`config.mk`:
```
export PLATFORM = sky130hd
export DESIGN_NAME = vblank_shadow_regs
export DESIGN_NICKNAME = d
export VERILOG_FILES = /design/src/rtl/vsr_pkg.sv /design/src/rtl/vsr_edge_sync.sv /design/src/rtl/vsr_wr_ctrl.sv /design/src/rtl/vsr_reg_bank.sv /design/src/rtl/vblank_shadow_regs.sv
export SDC_FILE = /design/constraint.sdc
export NUM_CORES = 1
export LEC_CHECK = 0
export ABC_AREA = 1
export ABC_CLOCK_PERIOD_IN_PS = 1570
export CORE_MARGIN = 1.5
export CORE_UTILIZATION = 40
export CTS_CLUSTER_DIAMETER = 50
export CTS_CLUSTER_SIZE = 8
export DETAILED_ROUTE_END_ITERATION = 10
export PLACE_DENSITY_LB_ADDON = 0.08
export SLEW_MARGIN = 20
export SYNTH_ARGS = -nofsm -noshare
export SYNTH_HDL_FRONTEND = slang
export SYNTH_SLANG_ARGS = --single-unit
```
`constraint.sdc`:
```
create_clock -name clk_i -period 1.57 [get_ports clk_i]
set_clock_uncertainty 0.1 [all_clocks]
set_input_delay 0.314 -clock clk_i [delete_from_list [all_inputs] [get_ports clk_i]]
set_output_delay 0.314 -clock clk_i [all_outputs]
set_load 0.1 [all_outputs]
```
`src/rtl/vsr_pkg.sv`:
```
package vsr_pkg;
  typedef enum logic [1:0] {
    WR_NONE = 2'd0,
    WR_IMM  = 2'd1,
    WR_BUF  = 2'd2,
    WR_CTRL = 2'd3
  } wr_kind_e;
endpackage

```
`src/rtl/vsr_edge_sync.sv`:
```
module vsr_edge_sync #(
  parameter int STAGES = 2
) (
  input  logic clk_i,
  input  logic rst_ni,
  input  logic async_i,
  output logic rise_o
);
  logic [STAGES-1:0] sync_q;
  logic              last_q;

  always_ff @(posedge clk_i or negedge rst_ni) begin
    if (!rst_ni) begin
      sync_q <= '0;
      last_q <= 1'b0;
    end else begin
      sync_q <= {sync_q[STAGES-2:0], async_i};
      last_q <= sync_q[STAGES-1];
    end
  end

  assign rise_o = sync_q[STAGES-1] & ~last_q;

  // a level held high yields one pulse only
  p_single_pulse_r7: assert property (@(posedge clk_i) disable iff (!rst_ni)
    rise_o |=> !rise_o);
endmodule

```
`src/rtl/vsr_wr_ctrl.sv`:
```
module vsr_wr_ctrl
  import vsr_pkg::*;
#(
  parameter int ADDR_W    = 4,
  parameter int CTRL_ADDR = 12
) (
  input  logic              clk_i,
  input  logic              rst_ni,
  input  logic              wr_en_i,
  input  logic [ADDR_W-1:0] wr_addr_i,
  input  logic              buf_mode_i,
  input  logic              vb_rise_i,
  output wr_kind_e          kind_o,
  output logic              commit_o,
  output logic              busy_o
);
  logic pending_q;

  assign commit_o = vb_rise_i & pending_q;
  assign busy_o   = pending_q;

  always_comb begin
    kind_o = WR_NONE;
    if (wr_en_i) begin
      if (wr_addr_i == ADDR_W'(CTRL_ADDR))  kind_o = WR_CTRL;
      else if (pending_q && !commit_o)      kind_o = WR_NONE;
      else if (buf_mode_i)                  kind_o = WR_BUF;
      else                                  kind_o = WR_IMM;
    end
  end

  always_ff @(posedge clk_i or negedge rst_ni) begin
    if (!rst_ni)                pending_q <= 1'b0;
    else if (kind_o == WR_BUF)  pending_q <= 1'b1;
    else if (commit_o)          pending_q <= 1'b0;
  end

  p_busy_rise_r4: assert property (@(posedge clk_i) disable iff (!rst_ni)
    $rose(busy_o) |-> $past(kind_o == WR_BUF));
  p_busy_clear_r4: assert property (@(posedge clk_i) disable iff (!rst_ni)
    commit_o && kind_o != WR_BUF |=> !busy_o);
  p_overlap_r9: assert property (@(posedge clk_i) disable iff (!rst_ni)
    commit_o && kind_o == WR_BUF |=> busy_o);
endmodule

```
`src/rtl/vsr_reg_bank.sv`:
```
module vsr_reg_bank
  import vsr_pkg::*;
#(
  parameter int          ADDR_W    = 4,
  parameter int          DATA_W    = 8,
  parameter int          CTRL_ADDR = 12,
  parameter int          BUF_BIT   = 5,
  parameter logic [7:0]  RST_VAL   = 8'h01,
  localparam int         NUM_REGS  = 1 << ADDR_W
) (
  input  logic                       clk_i,
  input  logic                       rst_ni,
  input  wr_kind_e                   kind_i,
  input  logic [ADDR_W-1:0]          addr_i,
  input  logic [DATA_W-1:0]          data_i,
  input  logic                       commit_i,
  output logic [NUM_REGS*DATA_W-1:0] active_o,
  output logic [NUM_REGS*DATA_W-1:0] shadow_o,
  output logic                       buf_mode_o
);
  logic [DATA_W-1:0] act_q [NUM_REGS];
  logic [DATA_W-1:0] shd_q [NUM_REGS];

  for (genvar i = 0; i < NUM_REGS; i++) begin : g_reg
    logic hit;
    assign hit = (addr_i == ADDR_W'(i));

    always_ff @(posedge clk_i or negedge rst_ni) begin
      if (!rst_ni)                          shd_q[i] <= DATA_W'(RST_VAL);
      else if (kind_i != WR_NONE && hit)    shd_q[i] <= data_i;
    end

    // a direct write overrides the commit copy on the same edge
    always_ff @(posedge clk_i or negedge rst_ni) begin
      if (!rst_ni)                                            act_q[i] <= DATA_W'(RST_VAL);
      else if ((kind_i == WR_IMM || kind_i == WR_CTRL) && hit) act_q[i] <= data_i;
      else if (commit_i)                                      act_q[i] <= shd_q[i];
    end

    assign active_o[i*DATA_W +: DATA_W] = act_q[i];
    assign shadow_o[i*DATA_W +: DATA_W] = shd_q[i];
  end

  assign buf_mode_o = act_q[CTRL_ADDR][BUF_BIT];

  p_imm_r2: assert property (@(posedge clk_i) disable iff (!rst_ni)
    kind_i == WR_IMM |=> act_q[$past(addr_i)] == $past(data_i));
  p_ctrl_imm_r8: assert property (@(posedge clk_i) disable iff (!rst_ni)
    kind_i == WR_CTRL |=> act_q[CTRL_ADDR] == $past(data_i));
  p_buf_hold_r3: assert property (@(posedge clk_i) disable iff (!rst_ni)
    !commit_i && (kind_i == WR_BUF || kind_i == WR_NONE) |=> $stable(active_o));
endmodule

```
`src/rtl/vblank_shadow_regs.sv`:
```
module vblank_shadow_regs
  import vsr_pkg::*;
#(
  parameter int          ADDR_W      = 4,
  parameter int          DATA_W      = 8,
  parameter int          CTRL_ADDR   = 12,
  parameter int          BUF_BIT     = 5,
  parameter int          SYNC_STAGES = 2,
  parameter logic [7:0]  RST_VAL     = 8'h01,
  localparam int         NUM_REGS    = 1 << ADDR_W
) (
  input  logic                       clk_i,
  input  logic                       rst_ni,
  input  logic                       wr_en_i,
  input  logic [ADDR_W-1:0]          wr_addr_i,
  input  logic [DATA_W-1:0]          wr_data_i,
  input  logic                       vblank_i,
  output logic [NUM_REGS*DATA_W-1:0] regs_o,
  output logic                       busy_o
);
  logic                       vb_rise;
  logic                       commit;
  logic                       buf_mode;
  wr_kind_e                   kind;
  logic [NUM_REGS*DATA_W-1:0] shadow;

  vsr_edge_sync #(.STAGES(SYNC_STAGES)) u_sync (
    .clk_i   (clk_i),
    .rst_ni  (rst_ni),
    .async_i (vblank_i),
    .rise_o  (vb_rise)
  );

  vsr_wr_ctrl #(.ADDR_W(ADDR_W), .CTRL_ADDR(CTRL_ADDR)) u_ctrl (
    .clk_i      (clk_i),
    .rst_ni     (rst_ni),
    .wr_en_i    (wr_en_i),
    .wr_addr_i  (wr_addr_i),
    .buf_mode_i (buf_mode),
    .vb_rise_i  (vb_rise),
    .kind_o     (kind),
    .commit_o   (commit),
    .busy_o     (busy_o)
  );

  vsr_reg_bank #(
    .ADDR_W(ADDR_W), .DATA_W(DATA_W), .CTRL_ADDR(CTRL_ADDR),
    .BUF_BIT(BUF_BIT), .RST_VAL(RST_VAL)
  ) u_bank (
    .clk_i      (clk_i),
    .rst_ni     (rst_ni),
    .kind_i     (kind),
    .addr_i     (wr_addr_i),
    .data_i     (wr_data_i),
    .commit_i   (commit),
    .active_o   (regs_o),
    .shadow_o   (shadow),
    .buf_mode_o (buf_mode)
  );

  p_locked_r5: assert property (@(posedge clk_i) disable iff (!rst_ni)
    busy_o && !vb_rise && wr_en_i && wr_addr_i != ADDR_W'(CTRL_ADDR) |=> $stable(shadow));
  p_idle_vb_r6: assert property (@(posedge clk_i) disable iff (!rst_ni)
    !busy_o && !wr_en_i |=> $stable(regs_o) && !busy_o);
endmodule

```
==> impl.org, run 1 <==
** Synth
- Each instance of the synthesized netlist takes up on average roughly 8.1 um2.
- Count of state elements after synthesis :: 260
- In the synthesized netlist the async set-or-reset flop fraction comes to 100%.
- Number of enable-type register cells in the synthesized netlist :: 0
- Ys Warns :: 0
- Count of mapped cells out of synthesis :: between 1000 and 1500
- Post-synthesis net count :: roughly 1500
- After synthesis, flip-flops and latches occupy 56.0% of the total area.
- Proportion of netlist area held by the largest area contributor :: 48.8%
- Of all cell types, the one taking the most synthesized area is dfrtp_1.
- Counting instances in the post-synthesis netlist gives the leading cell types as nand2_1, nand3_1, dfrtp_1.
- For this run, the leading register cell type out of synthesis is dfrtp_1.
- Netlist Area Pre-Place :: approximately 12000 um2
- After synthesis, the cell types taking the most area are dfrtp_1, nand2_1, nand3_1.
- Cell with the most instances after synthesis :: nand2_1
- After synthesis, the netlist uses 20 different library cells.

** STA
- Counting I/O delays and the setup requirement, the final critical path takes roughly 1.7 ns.
- Setup repair after global routing missed its margin :: true
- The count of final hold-check violations is 0.
- Headroom to the max-slew limit came out at around two thirds.
- Share of the cycle needed by the critical path after routing :: 109%
- The tightest hold path in the finished design has a slack of 0.165 ns.
- Setup Total Neg Slack :: -5.31 ns
- Derived from the worst setup path, the maximum achievable clock frequency is 0.584 GHz.
- Slew at the pin closest to its max-slew limit :: around 0.53 ns
- The number of pins exceeding their max-slew limit in the final report is 0.
- Setup violations remaining at the end of the flow were counted as 141.
- Across all setup checks in the final design, the least slack found is -0.144 ns.

** Routing
- Wire length reported by the detailed router :: ~40 mm
- Dividing the detail-routed wire length by the instance count gives approximately 19 um.
- First drt pass iteration count :: 5
- For this run, design rule violations remaining after detail routing come to 0.
- Antenna-violating nets left :: 0
- Detailed routing inserted a total of approximately 11000 vias.
- Using the TritonRoute via totals, the vias-per-cell ratio works out to 5.35.
- Number of violations reported at the end of detailed-routing iteration 0 :: ~740

** Global route
- First-pass GRT wire length :: 56.4 mm
- Largest net degree at the start of global routing :: between 50 and 60
- The initial antenna violation count was 1.
- Total grt overflow :: 0
- Total track usage :: a little under a quarter
- Vias in the first global route :: 10300

** Floorplan
- The floorplan step defined a die boundary enclosing a little over 30000 um2.
- Core outline area :: between 20000 and 30000 um2
- After floorplanning, the core was divided into 62 placement rows.
- Top-level port count :: roughly 150
- In this run the horizontal extent of the chip is 174 um.
- Starting density of the core :: 40.7%
- In this run the vertical extent of the chip is 174 um.

** Clocking
- In this run, CTS created clock tree buffers numbering 39.
- Maximum clock insertion buffer count :: 3
- CTS built an H-tree with a depth of 2.
- The clock reaches the later pin of the worst-skew pair after 0.52 ns.
- Root buf cell :: clkbuf_16
- Clock-pin slew was measured on the worst setup and hold paths at 0.05 ns.
- TritonCTS clock tree :: yes
- Count of clock tree sinks :: 260

** Worst setup path
- Critical Path Source Type :: flop
- The critical path in this run is classified as reg -> out.
- Worst Path Required :: 1.16 ns
- Depth of the worst register-to-register path :: 9
- Worst endpoint data arrival time :: 1.30 ns
- Maximum fanout count along the critical path :: 3
- STA classifies the critical path endpoint as an output port.

** Pwr
- The share of total power dissipated in sequential elements is between 20% and 30%.
- For this design the total switching power over the nets is between 20 and 25 mW.
- Dividing total power by cell area gives a power density of 2400 nW/um2.
- Worst IR Drop VDD :: about 0.0018 V
- Cell Int Power :: between 20 and 30 mW
- Net switching share of the total power :: 48.0%
- In this run, the combinational gates consume 57.7% of the power.
- Clock network power share :: between 10% and 20%
- Leakage Power :: slightly above 9 nW
- Overall power of the completed layout :: 48.3 mW

** Final layout
- Nets :: roughly 1700
- Number of diodes added for antenna fixing :: 0
- End-of-flow core utilization :: between 70% and 80%
- Compared with the post-synthesis result, the final layout area differs by 72.2%.
- The finished cells cover 20100 um2.
- The post-route netlist has between 40% and 50% of its cells at a drive strength greater than 1.
- Filler cell count in the final layout :: approximately 2100

** Place
- Total half-perimeter wirelength after legalization and detailed placement :: about 21 mm
- Input and output buffers added on the ports amount to ~140.
- Dpl cell area :: around 16000 um2
- Last weighted congestion value of the routability-driven placer :: 0.778

** Status
- The checks that failed: negative setup slack.
- The flow ran to the end, but the final reports show violations.

** Run
- Max-cap violation count :: 0

** Hold path
- The min-delay analysis places its worst path in the category in -> async.
==> layout by cell type, fill, tap and decap left out <==
| master | instances |
|---|---|
| inv_1 | 13 |
| clkbuf_8 | 4 |
| nor2_4 | 7 |
| dfrtp_1 | 223 |
| nand3_2 | 77 |
| o21ai_1 | 74 |
| nor2_8 | 1 |
| inv_8 | 1 |
| dfrtp_4 | 1 |
| buf_16 | 8 |
| inv_6 | 1 |
| buf_6 | 21 |
| clkbuf_16 | 61 |
| dlygate4sd3_1 | 1 |
| o21ai_0 | 20 |
| buf_4 | 57 |
| nand2_4 | 52 |
| or2_1 | 1 |
| o21ai_2 | 34 |
| nand2_8 | 40 |
| dlygate4sd2_1 | 3 |
| nand2_2 | 132 |
| nor2_2 | 9 |
| inv_2 | 2 |
| nand3_4 | 12 |
| nand2_1 | 462 |
| clkbuf_1 | 23 |
| nand3_1 | 162 |
| clkdlybuf4s15_1 | 1 |
| dfrtp_2 | 4 |
| clkinv_8 | 1 |
| dfstp_2 | 32 |
| clkdlybuf4s50_1 | 9 |
| buf_8 | 4 |
| dlymetal6s2s_1 | 1 |
| buf_12 | 179 |
==> path summary, 6_finish.rpt <==
path                             startpoint              endpoint  slack (ns)
min reg2reg                u_sync.sync_q[0]      u_sync.sync_q[1]        0.24
max                           u_ctrl.busy_o                busy_o       -0.14
max reg2reg                   u_ctrl.busy_o   u_bank.active_o[82]       -0.09
min                                  rst_ni  u_bank.active_o[117]        0.17
min in group clk_i                  wr_en_i         u_ctrl.busy_o        0.19
max in group asynchronous            rst_ni    u_bank.active_o[8]        0.52
==> stage by stage <==
step / worst slack (ns) / instances
CTS: -0.154 / 2062
floorplan: -0.0639 / 1441
global placement: -0.658 / 1963
detailed placement: -0.666 / 1963
global route: -0.169 / 2117
finish: -0.144 / 2117
==> state kept, by name, summed over array words and instances, names as in the netlist <==
register and cells:
u_bank.active_o 128, u_sync.sync_q 2, u_sync.last_q 1, u_bank.shadow_o 128, u_ctrl.busy_o 1
==> what timing repair did <==
item | in CTS | in global routing
gates cloned | 10 | 41
hold endpoints to repair | 232 | 0
pin swaps | 1 | 128
gates resized for setup | 85 | 450
buffers inserted | 19 | 18
hold buffers | 1 | 0
endpoints found under the setup margin | 217 | 258
==> layout make-up <==
cell class                      instances  area [um2]  share of cell area [%]
Sequential cell                       260        6560                    32.5
Timing Repair Buffer                  305        5200                    25.8
Clock inverter                          2        25.0                   0.124
Multi-Input combinational cell       1083        6670                    33.1
Tap cell                              384         480                    2.39
Inverter                               16        67.6                   0.335
Clock buffer                           67        1140                    5.67
==> power by group through the flow <==
stage	combinational [mW]	sequential [mW]	clock, mW
6_report	27.9	12.5	7.92
4_1_cts	25.5	12.3	8.05
3_3_place_gp	24.2	12.3	0
2_1_floorplan	3.91	23.1	0
3_5_place_dp	24.4	12.3	0
5_1_grt	28.8	12.8	8.35
==> worst max-delay path, cell delays in order (launching register included) <==
cell and delay, ns:
dfrtp_4 0.50, buf_6 0.13, buf_12 0.15
==> cell families (layout without fill, tap and decap cells) <==
kind of cell,count (synthesis),after routing,synth area share (%)
AOI/OAI and AO/OA,128,128,5.48
buffers and inverters,116,390,4.43
DFF,260,260,56.0
and+or+nand+nor,937,955,34.1
==> metal layers <==
layer	track usage, %	up-vias	wire length, um
li1	-	5259	-
met1	31.1	5575	16200
met2	38.9	379	20100
met3	3.98	105	2080
met4	5.60	0	1350
met5	0	-	0
(Power assumes the default switching activity.)
==> run 2: changes to the inputs <==
--- a/config.mk
+++ b/config.mk
@@ -6,9 +6,8 @@
 export NUM_CORES = 1
 export LEC_CHECK = 0
 export ABC_AREA = 1
-export ABC_CLOCK_PERIOD_IN_PS = 1570
 export CORE_MARGIN = 1.5
-export CORE_UTILIZATION = 40
+export CORE_UTILIZATION = 50
 export CTS_CLUSTER_DIAMETER = 50
 export CTS_CLUSTER_SIZE = 8
 export DETAILED_ROUTE_END_ITERATION = 10
==> run 2 against run 1 <==
Against the previous run: the flow still finishes with violations (negative setup slack); maximum frequency fell by 3.7%; sequential power is essentially flat; cell count fell by 4.3%; via count up 4.4%; die area fell by 20%; combinational power fell by 3%; register-to-register slack worse by 0.12 ns; sequential cell count stayed put; first-iteration DRC count increased by 37%; critical endpoint is now u_bank.active_o[0]; highest routed layer unchanged; final area fell by 5.3%; critical path depth is 7 higher; core utilization grew 14 points.
==> impl.org, run 2 (synthesis results as in run 1) <==
** Pwr
- Comb power frac :: 56.8% (-0.9 points)
- Cell Int Power :: 24.5 mW (-2.3%)
- Overall power of the completed layout :: 47.8 mW (-1.1%)
- The largest vdd supply drop came to 0.00192 V (+5.3%).
- Clock network power share :: 16.9% (+0.5 points)
- Reg power frac :: 26.4% (+0.5 points)
- The power density over the cells came to 2510 nW/um2 (+4.4%).
- Net switching share of the total power :: 48.7% (+0.65 points)
- The leakage power summed over all cells was 9.40 nW (+0.84%).
- Psw :: 23.3 mW (+0.21%)

** Global route
- The remaining global-route overflow was 0 (unchanged).
- The initial antenna violation count was 2 (+1).
- The total track usage is 29.7% (+6.6 points).
- The maximum number of pins on one net before global-route repair is 49 (-5.8%).
- Vias in the first global route :: 10700 (+4.1%)
- First-pass GRT wire length :: 57.0 mm (+1.0%)

** STA
- Final hold violation count :: 0 (unchanged)
- Final count of negative-setup-slack endpoints :: 149 (+5.7%)
- Relative slew slack :: 67.6% (+2.9 points)
- Final count of pins violating max slew :: 0 (unchanged)
- Share of the cycle needed by the critical path after routing :: 113% (+4.2 points)
- Maximum achievable frequency :: 0.562 GHz (-3.7%)
- Setup repair after global routing missed its margin :: true
- The post-route worst setup slack came to -0.210 ns (-0.0659 ns).
- The final sum of negative setup slack is -8.83 ns (-3.52 ns).
- WHS :: 0.140 ns (-0.0248 ns)
- Slew at the pin closest to its max-slew limit :: 0.486 ns (-0.0427 ns)
- The clock period minus worst slack came to 1.78 ns (+0.0659 ns).

** Worst setup path
- Worst Path Required :: 1.91 ns (+0.75 ns)
- STA classifies the critical path startpoint as a flop.
- The critical path is of the reg -> reg type.
- The biggest fanout along the worst timing path is 6 (+3).
- The arrival time of data at the critical path endpoint was 2.12 ns (+0.82 ns).
- The worst setup path is captured at a flop.

** Routing
- Mean routed wirelength per cell :: 21.1 um (+12%)
- First drt pass iteration count :: 6 (+1)
- The routed wire length is 42.7 mm (+7.7%).
- The detail-routed via count per cell is 5.83 (+9.0%).
- The number of design-rule violations left by the first detailed-router iteration is 1008 (+37%).
- The post-detailed-route DRC marker count was 0 (unchanged).
- The total number of vias came to 11800 (+4.4%).
- The post-detailed-route count of antenna-violating nets was 0 (unchanged).

** Status
- Violated checks :: negative setup slack
- Outcome :: finished, violations left

** Clocking
- Maximum clock insertion buffer count :: 3 (unchanged)
- Number of clock buffers inserted by TritonCTS :: 39 (unchanged)
- The CTS clock-pin slew for the worst setup and hold paths was 0.05 ns (about the same).
- Clock insertion delay at the later pin of the skew report :: 0.53 ns (about the same)
- TritonCTS clock tree :: yes
- The TritonCTS sink count is 260 (unchanged).
- Root buf cell :: clkbuf_16
- Deepest level of the CTS H-tree :: 2 (unchanged)

** Floorplan
- The boundary pin count is 145 (unchanged).
- The count of standard-cell rows is 55 (-11%).
- Starting density of the core :: 51.3% (+11 points)
- Die area :: 24300 um2 (-20%)
- The area inside the core boundary came to 22800 um2 (-21%).
- The floorplan die height was 156 um (-10%).
- Horizontal die dimension :: 156 um (-10%)

** Place
- The weighted congestion at the end of routability-driven global placement was 0.799 (+2.7%).
- Total half-perimeter wirelength after legalization and detailed placement :: 20.1 mm (-4.8%)
- Number of port buffers :: 144 (unchanged)

** Final layout
- In the layout the commonest cells are nand2_1, dfrtp_1, nand3_1.
- The library cell used most frequently in the layout, excluding fill and tap cells, is nand2_1.
- The share of post-route cells with drive strength above 1 came to 35.6% (-7.1 points).
- The final core area utilization is 83.7% (+14 points).
- Area Growth Syn to Fin :: 63.0%
- Nets :: 1700 (-1.2%)

** Run
- Max-cap violation count :: 0 (unchanged)

** Hold path
- The worst hold path belongs to the class in -> reg.
run 2: cell type report:
| class | instances | area [um2] |
|---|---|---|
| sequential | 260 | 6560 |
| multi-input combinational | 1072 | 5850 |
| inverter | 16 | 72.6 |
| antenna | 2 | 5.00 |
| tap | 313 | 392 |
| timing repair buffer | 295 | 5020 |
| fill | 1111 | 3710 |
| clock buffer | 69 | 1170 |
run 2: worst max-delay path, cell delays in order (launching register included):
cell,delay (ns)
dfrtp_1,0.39
nor2_1,0.23
nand2_4,0.10
nand2_8,0.13
buf_12,0.17
buf_12,0.13
buf_16,0.12
nand3_1,0.11
nand2_1,0.11
nand2_1,0.10
run 2: what timing repair did:
item,4_1_cts,5_1_grt
pin swaps,14,82
hold endpoints to repair,212,0
endpoints found under the setup margin,92,229
gates resized for setup,69,281
hold buffers,1,0
setup buffers,18,11
gates cloned,17,27
run 2: path summary, 6_finish.rpt:
check / start / end / slack (ns) / cells past startpoint
setup / recovery: u_bank.active_o[101] / u_bank.active_o[0] / -0.21 / 9
hold / removal: vblank_i / u_sync.sync_q[0] / 0.14 / 1
setup reg to reg: u_bank.active_o[101] / u_bank.active_o[0] / -0.21 / 9
hold reg to reg: u_sync.sync_q[0] / u_sync.sync_q[1] / 0.25 / 0
max in group asynchronous: rst_ni / u_bank.active_o[56] / 0.51 / 3
min in group asynchronous: rst_ni / u_bank.shadow_o[113] / 0.20 / 2
run 2: metrics by stage:
step	instances	cell area, um2	setup slack (ns)
2_1_floorplan	1441	12000	-0.0639
3_3_place_gp	1891	15600	-0.517
3_5_place_dp	1891	15600	-0.569
4_1_cts	1994	17700	-0.111
5_1_grt	2027	19100	-0.218
6_report	2027	19100	-0.210
run 2: metal layers:
metal | GRT usage (%) | part of all wire, % | up-vias
met5 | 0 | 0 | -
met4 | 11.9 | 6.0 | 0
met3 | 5.00 | 8.5 | 189
met2 | 48.4 | 48 | 727
met1 | 39.9 | 37 | 5709
li1 | - | - | 5189
run 2: power groups by stage:
stage,Sequential [mW],Clock [mW],Combinational [mW]
6_report,12.6,8.06,27.1
5_1_grt,12.9,8.39,27.9
4_1_cts,12.3,8.00,25.9
3_5_place_dp,12.3,0,24.4
3_3_place_gp,12.3,0,24.2
2_1_floorplan,23.1,0,3.91
